--- src/rtl/sramc_pkg.sv ---
package sramc_pkg;

  typedef enum logic [2:0] {
    S_IDLE = 3'd0,
    S_WSU  = 3'd1,
    S_WP   = 3'd2,
    S_WH   = 3'd3,
    S_RD   = 3'd4,
    S_TURN = 3'd5
  } seq_st_t;

  // Round a nanosecond limit up to whole clock cycles, never below one.
  function automatic int ns_to_cyc(input int ns, input int clk_ns);
    int c;
    c = (ns + clk_ns - 1) / clk_ns;
    if (c < 1) c = 1;
    return c;
  endfunction

  function automatic int max_i(input int a, input int b);
    return (a > b) ? a : b;
  endfunction

endpackage

--- src/rtl/sramc_timer.sv ---
// Down counter used for every timed interval of the pin sequence.
module sramc_timer #(
  parameter int CW = 2
) (
  input  logic          clk,
  input  logic          rst,
  input  logic          load,
  input  logic [CW-1:0] load_val,
  output logic          zero
);

  logic [CW-1:0] cnt;

  always_ff @(posedge clk) begin
    if (rst) begin
      cnt <= '0;
    end else if (load) begin
      cnt <= load_val;
    end else if (cnt != '0) begin
      cnt <= cnt - 1'b1;
    end
  end

  assign zero = (cnt == '0);

endmodule

--- src/rtl/sramc_seq.sv ---
// Cycle sequencer: owns the control pins and the driver enable as registers.
module sramc_seq
  import sramc_pkg::*;
#(
  parameter int CW        = 2,
  parameter int RD_CNT    = 2,
  parameter int WP_CNT    = 1,
  parameter int TURN_CNT  = 1,
  parameter bit OE_LOW_WR = 1'b0
) (
  input  logic          clk,
  input  logic          rst,
  input  logic          req_valid,
  input  logic          req_write,
  input  logic          t_zero,
  output logic          t_load,
  output logic [CW-1:0] t_val,
  output logic          idle,
  output logic          accept,
  output logic          cap_now,
  output logic          ce_n,
  output logic          oe_n,
  output logic          we_n,
  output logic          drv,
  output logic          wr_done
);

  localparam logic [CW-1:0] RD_LD   = CW'(RD_CNT - 1);
  localparam logic [CW-1:0] WP_LD   = CW'(WP_CNT - 1);
  localparam logic [CW-1:0] TURN_LD = CW'(TURN_CNT - 1);
  // In the write setup cycle the controller drives only when output enable stays high.
  localparam logic DRV_IN_SETUP = !OE_LOW_WR;
  localparam logic OE_N_IN_WR   = !OE_LOW_WR;

  seq_st_t st;

  assign idle    = (st == S_IDLE);
  assign accept  = idle && req_valid;
  assign cap_now = (st == S_RD) && t_zero;

  always_comb begin
    t_load = 1'b0;
    t_val  = '0;
    unique case (st)
      S_IDLE: if (req_valid && !req_write) begin
        t_load = 1'b1;
        t_val  = RD_LD;
      end
      S_WSU: begin
        t_load = 1'b1;
        t_val  = WP_LD;
      end
      S_RD: if (t_zero) begin
        t_load = 1'b1;
        t_val  = TURN_LD;
      end
      default: ;
    endcase
  end

  always_ff @(posedge clk) begin
    if (rst) begin
      st      <= S_IDLE;
      ce_n    <= 1'b1;
      oe_n    <= 1'b1;
      we_n    <= 1'b1;
      drv     <= 1'b0;
      wr_done <= 1'b0;
    end else begin
      wr_done <= 1'b0;
      unique case (st)
        S_IDLE: if (req_valid) begin
          ce_n <= 1'b0;
          if (req_write) begin
            st   <= S_WSU;
            oe_n <= OE_N_IN_WR;
            drv  <= DRV_IN_SETUP;
          end else begin
            st   <= S_RD;
            oe_n <= 1'b0;
          end
        end
        S_WSU: begin
          we_n <= 1'b0;
          st   <= S_WP;
        end
        S_WP: begin
          drv <= 1'b1;
          if (t_zero) begin
            we_n <= 1'b1;
            st   <= S_WH;
          end
        end
        S_WH: begin
          ce_n    <= 1'b1;
          oe_n    <= 1'b1;
          drv     <= 1'b0;
          wr_done <= 1'b1;
          st      <= S_IDLE;
        end
        S_RD: if (t_zero) begin
          ce_n <= 1'b1;
          oe_n <= 1'b1;
          st   <= S_TURN;
        end
        S_TURN: if (t_zero) begin
          st <= S_IDLE;
        end
        default: st <= S_IDLE;
      endcase
    end
  end

endmodule

--- src/rtl/sramc_dp.sv ---
// Address, write-data and read-capture registers.
module sramc_dp #(
  parameter int AW = 17,
  parameter int DW = 8
) (
  input  logic          clk,
  input  logic          rst,
  input  logic          accept,
  input  logic [AW-1:0] req_addr,
  input  logic [DW-1:0] req_wdata,
  input  logic          cap_now,
  input  logic [DW-1:0] mem_dq_i,
  output logic [AW-1:0] mem_addr,
  output logic [DW-1:0] mem_dq_o,
  output logic          rsp_valid,
  output logic [DW-1:0] rsp_rdata
);

  always_ff @(posedge clk) begin
    if (rst) begin
      mem_addr  <= '0;
      mem_dq_o  <= '0;
      rsp_valid <= 1'b0;
      rsp_rdata <= '0;
    end else begin
      rsp_valid <= cap_now;
      if (accept) begin
        mem_addr <= req_addr;
        mem_dq_o <= req_wdata;
      end
      if (cap_now) begin
        rsp_rdata <= mem_dq_i;
      end
    end
  end

endmodule

--- src/rtl/sram_async_ctrl.sv ---
module sram_async_ctrl
  import sramc_pkg::*;
#(
  parameter int AW        = 17,
  parameter int DW        = 8,
  parameter int CLK_NS    = 10,
  parameter int T_ACC_NS  = 10,
  parameter int T_RC_NS   = 10,
  parameter int T_PW_NS   = 7,
  parameter int T_PW2_NS  = 10,
  parameter int T_DS_NS   = 5,
  parameter int T_AS_NS   = 8,
  parameter int T_CS_NS   = 7,
  parameter int TURN_CYC  = 1,
  parameter bit OE_LOW_WR = 1'b0
) (
  input  logic          clk,
  input  logic          rst,
  input  logic          req_valid,
  input  logic          req_write,
  input  logic [AW-1:0] req_addr,
  input  logic [DW-1:0] req_wdata,
  output logic          req_ready,
  output logic          rsp_valid,
  output logic [DW-1:0] rsp_rdata,
  output logic          wr_done,
  output logic          mem_ce_n,
  output logic          mem_oe_n,
  output logic          mem_we_n,
  output logic [AW-1:0] mem_addr,
  output logic [DW-1:0] mem_dq_o,
  output logic          mem_dq_oe,
  input  logic [DW-1:0] mem_dq_i
);

  // One extra read cycle gives register sampling margin after the access time.
  localparam int RD_CNT = max_i(ns_to_cyc(T_ACC_NS, CLK_NS) + 1, ns_to_cyc(T_RC_NS, CLK_NS));
  // Address and chip select lead the strobe by the setup cycle.
  localparam int LEAD_CNT = max_i(ns_to_cyc(T_AS_NS, CLK_NS), ns_to_cyc(T_CS_NS, CLK_NS)) - 1;
  localparam int PW_CNT   = OE_LOW_WR ? ns_to_cyc(T_PW2_NS, CLK_NS)
                                      : ns_to_cyc(T_PW_NS, CLK_NS);
  // With output enable low the drivers start one cycle into the strobe.
  localparam int DS_CNT   = ns_to_cyc(T_DS_NS, CLK_NS) + (OE_LOW_WR ? 1 : 0);
  localparam int WP_CNT   = max_i(max_i(PW_CNT, DS_CNT), max_i(LEAD_CNT, 1));
  localparam int TURN_CNT = max_i(TURN_CYC, 1);
  localparam int MAX_CNT  = max_i(max_i(RD_CNT, WP_CNT), TURN_CNT);
  localparam int CW       = $clog2(MAX_CNT + 1);

  logic          t_load;
  logic [CW-1:0] t_val;
  logic          t_zero;
  logic          accept;
  logic          cap_now;
  logic          idle;

  sramc_timer #(.CW(CW)) u_timer (
    .clk      (clk),
    .rst      (rst),
    .load     (t_load),
    .load_val (t_val),
    .zero     (t_zero)
  );

  sramc_seq #(
    .CW        (CW),
    .RD_CNT    (RD_CNT),
    .WP_CNT    (WP_CNT),
    .TURN_CNT  (TURN_CNT),
    .OE_LOW_WR (OE_LOW_WR)
  ) u_seq (
    .clk       (clk),
    .rst       (rst),
    .req_valid (req_valid),
    .req_write (req_write),
    .t_zero    (t_zero),
    .t_load    (t_load),
    .t_val     (t_val),
    .idle      (idle),
    .accept    (accept),
    .cap_now   (cap_now),
    .ce_n      (mem_ce_n),
    .oe_n      (mem_oe_n),
    .we_n      (mem_we_n),
    .drv       (mem_dq_oe),
    .wr_done   (wr_done)
  );

  sramc_dp #(.AW(AW), .DW(DW)) u_dp (
    .clk       (clk),
    .rst       (rst),
    .accept    (accept),
    .req_addr  (req_addr),
    .req_wdata (req_wdata),
    .cap_now   (cap_now),
    .mem_dq_i  (mem_dq_i),
    .mem_addr  (mem_addr),
    .mem_dq_o  (mem_dq_o),
    .rsp_valid (rsp_valid),
    .rsp_rdata (rsp_rdata)
  );

  assign req_ready = idle;

endmodule

--- config.mk ---
export PLATFORM = sky130hd
export DESIGN_NAME = sram_async_ctrl
export DESIGN_NICKNAME = d
export VERILOG_FILES = /design/src/rtl/sramc_pkg.sv /design/src/rtl/sramc_timer.sv /design/src/rtl/sramc_seq.sv /design/src/rtl/sramc_dp.sv /design/src/rtl/sram_async_ctrl.sv
export SDC_FILE = /design/constraint.sdc
export NUM_CORES = 1
export LEC_CHECK = 0
export ABC_AREA = 1
export BUFFER_PORTS_ARGS = -buffer_cell sky130_fd_sc_hd__clkbuf_2
export CAP_MARGIN = 20
export CORE_UTILIZATION = 47
export CTS_CLUSTER_SIZE = 20
export DETAILED_ROUTE_END_ITERATION = 8
export PLACE_DENSITY = 0.9
export SLEW_MARGIN = 5
export SYNTH_ARGS = -nofsm -noshare
export SYNTH_HDL_FRONTEND = slang
export SYNTH_SLANG_ARGS = --single-unit
--- constraint.sdc ---
create_clock -name clk -period 1.5 [get_ports clk]
set_input_delay 0.225 -clock clk [delete_from_list [all_inputs] [get_ports clk]]
set_output_delay 0.225 -clock clk [all_outputs]
set_load 0.02 [all_outputs]
==> flow_summary.yaml, run 1 <==
die:
  core-area_um2: 3660
  ioPinCount: 77
  start_util: 0.488
  die_area_um2: 4060
  die_w_um: 63.7
  row_count: 22
  die_h_um: 63.7
sta:
  fmax_ghz: 0.701
  finalMaxSlewViolations: 0
  hold_viol: 0
  worst_slew_pin_slew_ns: 0.383
  period_minus_slack_ns: 1.43
  setup_viol: 0
  final.setup.tns_ns: 0
  rsz0062_at_grt: "no"
  slew_headroom: 0.745
  fin_crit_sh: 0.952
  clock_skew_ns: 0.00423
  fin_hold_ws_ns: 0.179
cells_and_area:
  nNetsFinal: 345
  drive_gt1_frac: 0.305
  n_antenna_cell: 0
  finalInstanceArea_um2: 2310
  final_common_cell: "clkbuf_2"
  area_growth_pct: 29.3
  final_cell_mix: "clkbuf_2 (75), dfxtp_1 (44), nand2_1 (43)"
cts:
  cts.clk_slew.worst_paths_ns: 0.08
  cts.sinks: 44
  root_buffer: "clkbuf_8"
  cts_tree: "yes"
  numCtsBuffers: 5
  cts.path.max_buffers: 2
  clock_latency_ns: 0.29
  cts_hold_buffers: 0
  cts-htree-levels: 2
critical_path:
  worstPathMaxFanout: 7
  required_ns: 1.27
  cp.arrival_ns: 1.20
  end_kind: "output pin"
  crit_path_start_kind: "register"
  max_stage_delay_ns: 0.46
  crit_type: "register to output pin"
  crit_slowest_cell: "dfxtp_1"
  cp_cell_sequence: "inv_2 > nand2_4 > nor2_8 > clkbuf_4"
power_and_ir_drop:
  power-per-cell-area_nw_per_um2: 2170
  vdd_drop_max_mv: 1.05
  leakage_uw: 0.00108
job:
  maxCapViolations: 0
global_routing:
  grt_pass1_vias: 1555
  grt_pass1_wl_um: 6350
  grt-ovfl-total: 0
  grt.total_usage: 0.198
  grt_max_degree: 27
  antenna_found_initial: 0
place:
  io_buffers: 76
  gp_congestion: 0.917
  post-dp-hpwl_um: 2910
  placed_area_um2: 2190
detailed_routing:
  routedWlPerCell_um: 11.2
  drt_iter0_drc: 104
  drt_pass1_iterations: 4
  vias: 1774
  routed_wl_um: 3970
  drc: 0
  viasPerCell: 4.98
  postRouteAntennaNets: 0
logic_synthesis:
  synth_edf_count: 0
  post_synth.cell_area_avg_um2: 7.71
  syn_nets: 270
  synth_cell_types: 20
  synth_seq_cells: 44
  yosysSeqAreaShare: 0.493
  syn_inst: 232
  synth_ff_type: "dfxtp_1"
  yosys_warnings: 0
  async_flop_share: 0
  synth-xor-area-share: 0
  synth_fa_ha_area_frac: 0.00700
  synth_top_family_by_area: "simple AND/OR/NAND/NOR gates"
  yosys-mux-area-fraction: 0
  synth_simple_gate_area_frac: 0.262
  syn_area_um2: 1790
  synth-compound-area-share: 0.150
outcome:
  outcome: "finished clean"
hold_path:
  hp-class: "input pin to register"
## cells by family after synthesis
kind of cell,count (synthesis)
fa+ha+maj,1
flops,44
simple gates,100
buf+inv,34
compound gates,53
## final timing paths
check | start | endpoint | slack [ns] | depth (start not counted)
max | u_seq.st[0] | req_ready | 0.07 | 4
min | req_wdata[0] | u_dp.mem_dq_o[0] | 0.18 | 3
max reg2reg | u_seq.st[0] | u_dp.mem_addr[14] | 0.14 | 7
min reg2reg | u_dp.rsp_rdata[4] | u_dp.rsp_rdata[4] | 0.45 | 2
## power breakdown
part / switching, uW / internal (uW)
clock network: 371 / 376
registers: 237 / 1530
logic: 1580 / 927
## sequential cells by signal (all words and copies together), names as in the netlist
| name | count |
|---|---|
| u_seq.wr_done | 1 |
| u_seq.ce_n | 1 |
| u_seq.oe_n | 1 |
| u_seq.st | 3 |
| u_dp.mem_addr | 17 |
| u_timer.cnt | 2 |
| u_dp.rsp_valid | 1 |
| u_dp.rsp_rdata | 8 |
| u_seq.drv | 1 |
| u_dp.mem_dq_o | 8 |
| u_seq.we_n | 1 |
## cell usage after synthesis, types with 2 or more instances
library cell,instances,share of area
dfxtp_1,44,0.49
nand2_1,43,0.090
nand3_1,40,0.11
a21oi_1,38,0.11
inv_1,17,0.036
o21ai_0,14,0.039
nor2_1,10,0.021
clkbuf_1,6,0.013
buf_2,4,0.011
buf_4,3,0.013
buf_6,2,0.013
nand2_4,2,0.013
nand4_1,2,0.0070
## through the flow
step	instances	worst slack, ns	util	total power, uW
6_report	356	0.0726	0.631	5020
3_5_place_dp	346	0.163	0.598	4120
2_1_floorplan	232	0.322	-	3560
5_1_grt	356	0.00435	0.631	5370
3_3_place_gp	346	0.231	0.598	4070
4_1_cts	356	0.0766	0.628	4980
## routing by layer
layer | track usage | vias to the layer above | wire length (um)
met5 | 0 | - | 0
met2 | 0.340 | 64 | 1920
met4 | 0.0966 | 0 | 53
li1 | - | 915 | -
met1 | 0.233 | 790 | 1790
met3 | 0.0380 | 5 | 209
## final cells by class
type,instances,area [um2]
fill,326,1350
clock buffer,8,90.1
sequential,44,881
timing repair buffer,83,452
multi-input combinational,154,757
tap,48,60.1
inverter,19,71.3
## worst max-delay path, delay by kind of cell (launching register included)
| family | cells | cell delay [ns] |
|---|---|---|
| DFF | 1 | 0.46 |
| buffers and inverters | 2 | 0.28 |
| and+or+nand+nor | 2 | 0.17 |
## what timing repair did
item,in CTS,in global routing
setup buffers,2,0
resized for setup,1,2
gates cloned,0,0
setup endpoints to repair,1,6
pin swaps,1,0
No activity file was read; power rests on OpenSTA's default activity.
==> run 2, diff against run 1 <==
--- a/config.mk
+++ b/config.mk
@@ -6,12 +6,15 @@
 export NUM_CORES = 1
 export LEC_CHECK = 0
 export ABC_AREA = 1
-export BUFFER_PORTS_ARGS = -buffer_cell sky130_fd_sc_hd__clkbuf_2
+export BUFFER_PORTS_ARGS = -buffer_cell sky130_fd_sc_hd__buf_2
 export CAP_MARGIN = 20
-export CORE_UTILIZATION = 47
+export CELL_PAD_IN_SITES_DETAIL_PLACEMENT = 0
+export CELL_PAD_IN_SITES_GLOBAL_PLACEMENT = 1
+export CORE_UTILIZATION = 32
+export CTS_CLUSTER_DIAMETER = 100
 export CTS_CLUSTER_SIZE = 20
 export DETAILED_ROUTE_END_ITERATION = 8
-export PLACE_DENSITY = 0.9
+export PLACE_DENSITY = 0.88
 export SLEW_MARGIN = 5
 export SYNTH_ARGS = -nofsm -noshare
 export SYNTH_HDL_FRONTEND = slang
==> run 2 against run 1 <==
Compared with the run above:
- sequential power is essentially flat
- worst hold slack better by 0.0074 ns
- die area grew 45%
- largest power group unchanged
- largest cell class unchanged
- combinational power about the same
- via count decreased by 0.56%
- flip-flop and latch count unchanged
- clock-buffer cell count decreased by 3
- non-clock buffer count stayed put
==> flow_summary.yaml, run 2 (synthesis gave the netlist of run 1 again) <==
cells_and_area:
  final_common_cell: "buf_2"
  final_cell_mix: "buf_2 (76), nand2_1 (43), dfxtp_1 (43)"
  top_register: "u_dp.mem_addr"
  drive_gt1_frac: 0.317
  n_antenna_cell: 0
  top_regs: "u_dp.mem_addr x17, u_dp.mem_dq_o x8, u_dp.rsp_rdata x8"
  largest_register_ffs: 17
  area_growth_pct: 34.5
  nNetsFinal: 346
  finalInstanceArea_um2: 2400
die:
  start_util: 0.341
  die_w_um: 76.8
  core-area_um2: 5240
  row_count: 26
  ioPinCount: 77
  die_h_um: 76.8
  die_area_um2: 5890
cts:
  numCtsBuffers: 5
  cts.sinks: 44
  cts_tree: "yes"
  clock_latency_ns: 0.30
  cts.path.max_buffers: 2
  cts.clk_slew.worst_paths_ns: 0.09
  cts-htree-levels: 2
  root_buffer: "clkbuf_8"
outcome:
  outcome: "finished clean"
critical_path:
  critPathTopFamily: "flip-flops"
  cp.arrival_ns: 1.13
  critPathBufInv: 2
  required_ns: 1.27
  end_kind: "output pin"
  worstPathMaxFanout: 5
  crit_slowest_cell: "dfxtp_1"
  max_stage_delay_ns: 0.34
  crit_type: "register to output pin"
  crit_path_start_kind: "register"
  cp_cell_sequence: "inv_2 > nand2_4 > nor2_8 > buf_2"
power_and_ir_drop:
  power-per-cell-area_nw_per_um2: 2280
  leakage_uw: 0.00113
  vdd_drop_max_mv: 0.746
detailed_routing:
  drt_pass1_iterations: 5
  drt_iter0_drc: 98
  viasPerCell: 4.65
  routedWlPerCell_um: 11.8
  routed_wl_um: 4470
  drc: 0
  vias: 1764
  postRouteAntennaNets: 0
sta:
  final.setup.tns_ns: 0
  fin_crit_sh: 0.905
  setup_viol: 0
  rsz0062_at_grt: "no"
  finalMaxSlewViolations: 0
  fmax_ghz: 0.737
  period_minus_slack_ns: 1.36
  hold_viol: 0
  fin_ws_ns: 0.143
  clock_skew_ns: 0.00890
  slew_headroom: 0.766
  worst_slew_pin_slew_ns: 0.351
hold_path:
  hp-class: "input pin to register"
global_routing:
  grt_pass1_vias: 1676
  grt.total_usage: 0.159
  grt_pass1_wl_um: 7550
  antenna_found_initial: 0
  grt_max_degree: 32
  grt-ovfl-total: 0
place:
  dp_slack_ns: 0.0872
  placed_area_um2: 2220
  post-dp-hpwl_um: 3090
  gp_congestion: 0.848
  io_buffers: 76
job:
  maxCapViolations: 0
-- run 2: cell count changes in the layout (fill, tap and decap cells not counted), moves of 2 or more --
cell	before	now
buf_2	0	76
clkbuf_2	75	0
bufinv_16	0	3
clkbuf_1	2	0
-- run 2: path summary, 6_finish.rpt --
path,from,to,slack [ns],cells past startpoint
max,u_seq.st[0],req_ready,0.14,4
min,req_addr[1],u_dp.mem_addr[1],0.19,3
max reg2reg,u_seq.st[2],u_dp.mem_dq_o[7],0.15,7
min reg2reg,u_dp.rsp_rdata[7],u_dp.rsp_rdata[7],0.45,2
-- run 2: power breakdown --
group | switching, uW | total, uW | leakage, uW | internal [uW]
sequential | 211 | 1740 | 0.000361 | 1530
clock | 399 | 1230 | 0.0000784 | 833
combinational | 1630 | 2520 | 0.000692 | 897
total | 2240 | 5490 | 0.00113 | 3260
-- run 2: worst min-delay path: stages --
cell     delay (ns)
buf_2          0.09
nand3_1        0.07
a21oi_1        0.06
-- run 2: what timing repair did --
item	CTS	global route
pin swaps	1	0
gates resized for setup	0	1
cloned	1	0
buffers inserted	2	0
setup endpoints to repair	1	4
hold buffers	0	0
-- run 2: cell type report --
type | instances | area [um2]
timing repair buffer | 83 | 445
inverter | 19 | 71.3
fill | 534 | 2830
clock buffer | 5 | 68.8
multi-input combinational | 155 | 759
clock inverter | 3 | 90.1
sequential | 44 | 882
tap | 70 | 87.6
-- run 2: routing by layer --
metal,share of wire,global-route usage,vias to the layer above
li1,-,-,921
met1,0.46,0.191,790
met2,0.47,0.265,49
met3,0.064,0.0560,4
met4,0.0092,0.0481,0
met5,0,0,-
-- run 2: per-stage QoR --
stage / instances / hold WS (ns) / utilization / total power [uW]
2_1_floorplan: 232 / 0.325 / - / 3560
3_3_place_gp: 368 / 0.430 / 0.424 / 4100
3_5_place_dp: 368 / 0.437 / 0.424 / 4120
4_1_cts: 379 / 0.179 / 0.459 / 5540
5_1_grt: 379 / 0.180 / 0.459 / 5920
6_report: 379 / 0.187 / 0.459 / 5490
==> run 3, diff against run 2 <==
--- a/config.mk
+++ b/config.mk
@@ -6,6 +6,7 @@
 export NUM_CORES = 1
 export LEC_CHECK = 0
 export ABC_AREA = 1
+export ABC_CLOCK_PERIOD_IN_PS = 1500
 export BUFFER_PORTS_ARGS = -buffer_cell sky130_fd_sc_hd__buf_2
 export CAP_MARGIN = 20
 export CELL_PAD_IN_SITES_DETAIL_PLACEMENT = 0
==> constraint.sdc (replaced) <==
create_clock -name clk -period 1.5 [get_ports clk]
set_input_delay 0.075 -clock clk [delete_from_list [all_inputs] [get_ports clk]]
set_output_delay 0.075 -clock clk [all_outputs]
set_load 0.02 [all_outputs]
==> run 3 against run 2 <==
Compared with the run above:
- cell count did not move
- clock skew is 0.0020 ns lower
- maximum frequency down 2.9%
- flip-flop and latch count unchanged
- core utilization down 1.4 points
- total power down 11%
==> flow_summary.yaml, run 3 (synthesis gave the netlist of run 1 again) <==
outcome:
  outcome: "finished clean"
sta:
  final.setup.tns_ns: 0
  worst_slew_pin_slew_ns: 0.366
  rsz0062_at_grt: "no"
  setup_viol: 0
  fin_hold_ws_ns: 0.0493
  clock_skew_ns: 0.00691
  slew_headroom: 0.756
  fmax_ghz: 0.715
  fin_crit_sh: 0.932
  finalMaxSlewViolations: 0
  period_minus_slack_ns: 1.40
  hold_viol: 0
  fin_ws_ns: 0.102
detailed_routing:
  drc: 0
  viasPerCell: 4.65
  drt_iter0_drc: 85
  routedWlPerCell_um: 11.0
  vias: 1762
  drt_pass1_iterations: 4
  routed_wl_um: 4160
  postRouteAntennaNets: 0
global_routing:
  antenna_found_initial: 0
  grt.total_usage: 0.149
  grt-ovfl-total: 0
  grt_pass1_vias: 1599
  grt_pass1_wl_um: 7090
  grt_max_degree: 26
critical_path:
  crit_path_start_kind: "register"
  max_stage_delay_ns: 0.39
  crit_slowest_cell: "dfxtp_1"
  cp_cell_sequence: "inv_2 > nand2_4 > nor2_8 > buf_6 > buf_2"
  critPathBufInv: 3
  end_kind: "output pin"
  cp.arrival_ns: 1.32
  worstPathMaxFanout: 12
  critPathTopFamily: "buffers and inverters"
  crit_type: "register to output pin"
  required_ns: 1.42
cells_and_area:
  drive_gt1_frac: 0.314
  top_regs: "u_dp.mem_addr x17, u_dp.mem_dq_o x8, u_dp.rsp_rdata x8"
  final_cell_mix: "buf_2 (76), nand2_1 (43), dfxtp_1 (43)"
  final_common_cell: "buf_2"
  nNetsFinal: 347
  finalInstanceArea_um2: 2330
  n_antenna_cell: 0
  area_growth_pct: 30.4
  top_register: "u_dp.mem_addr"
  largest_register_ffs: 17
  n_fill_cell: 536
cts:
  cts.path.max_buffers: 2
  numCtsBuffers: 5
  cts.sinks: 44
  cts_tree: "yes"
  cts-htree-levels: 2
  cts.clk_slew.worst_paths_ns: 0.08
  root_buffer: "clkbuf_8"
  clock_latency_ns: 0.29
power_and_ir_drop:
  power-per-cell-area_nw_per_um2: 2090
  vdd_drop_max_mv: 0.815
  leakage_uw: 0.00110
die:
  ioPinCount: 77
  core-area_um2: 5240
  die_w_um: 76.8
  die_area_um2: 5890
  start_util: 0.341
  die_h_um: 76.8
  row_count: 26
hold_path:
  hp-class: "input pin to register"
place:
  gp_congestion: 0.902
  post-dp-hpwl_um: 3030
  dp_slack_ns: 0.154
  io_buffers: 76
  placed_area_um2: 2230
job:
  maxCapViolations: 0
[run 3: changes by cell type in the layout (fill, tap and decap cells not counted), sizes merged]
cell	previous run	this run
buf	83	85
nor2	13	12
clkbuf	5	6
bufinv	3	0
clkinv	1	2
[run 3: power breakdown]
part / internal (uW) / switching [uW]
clock: 317 / 363
combinational: 897 / 1550
sequential: 1530 / 214
total: 2740 / 2120
[run 3: layout make-up]
cell class              count  area, um2  area share
inverters                  19       71.3      0.0306
repair buffers             85        464       0.199
flip-flops and latches     44        882       0.378
clock buffers               6       72.6      0.0311
multi-input cells         154        748       0.321
clock inverters             1       5.00     0.00215
well taps                  70       87.6      0.0376
[run 3: worst min-delay path: cells and delay by family]
kind | cells | cell delay (ns)
simple gates | 1 | 0.07
buf+inv | 1 | 0.09
compound gates | 1 | 0.06
[run 3: worst paths after layout]
kind	slack, ns	depth (start not counted)	to	start
worst max-delay path	0.10	5	req_ready	u_seq.st[0]
worst min-delay path	0.05	3	u_dp.mem_dq_o[0]	req_wdata[0]
worst max register to register	0.20	6	u_seq.oe_n	u_seq.st[0]
worst min register to register	0.44	2	u_dp.rsp_rdata[5]	u_dp.rsp_rdata[5]
[run 3: per-stage QoR]
step	power, uW	utilization	instances
after CTS	4880	0.441	377
after global placement	4160	0.426	370
after detailed placement	4170	0.426	370
final	4870	0.445	379
after global routing	5310	0.445	379
after floorplan	3560	-	232
[run 3: metal layers]
layer / vias up / track usage / part of all wire
met5: - / 0 / 0
met4: 0 / 0.0519 / 0.012
met3: 4 / 0.0393 / 0.055
met2: 48 / 0.262 / 0.49
met1: 788 / 0.174 / 0.45
li1: 922 / - / -
[run 3: what timing repair did]
action,CTS,global route
gates resized for setup,1,1
setup endpoints to repair,1,1
endpoints found under the hold margin,0,0
buffers inserted,0,2
hold buffers,0,0
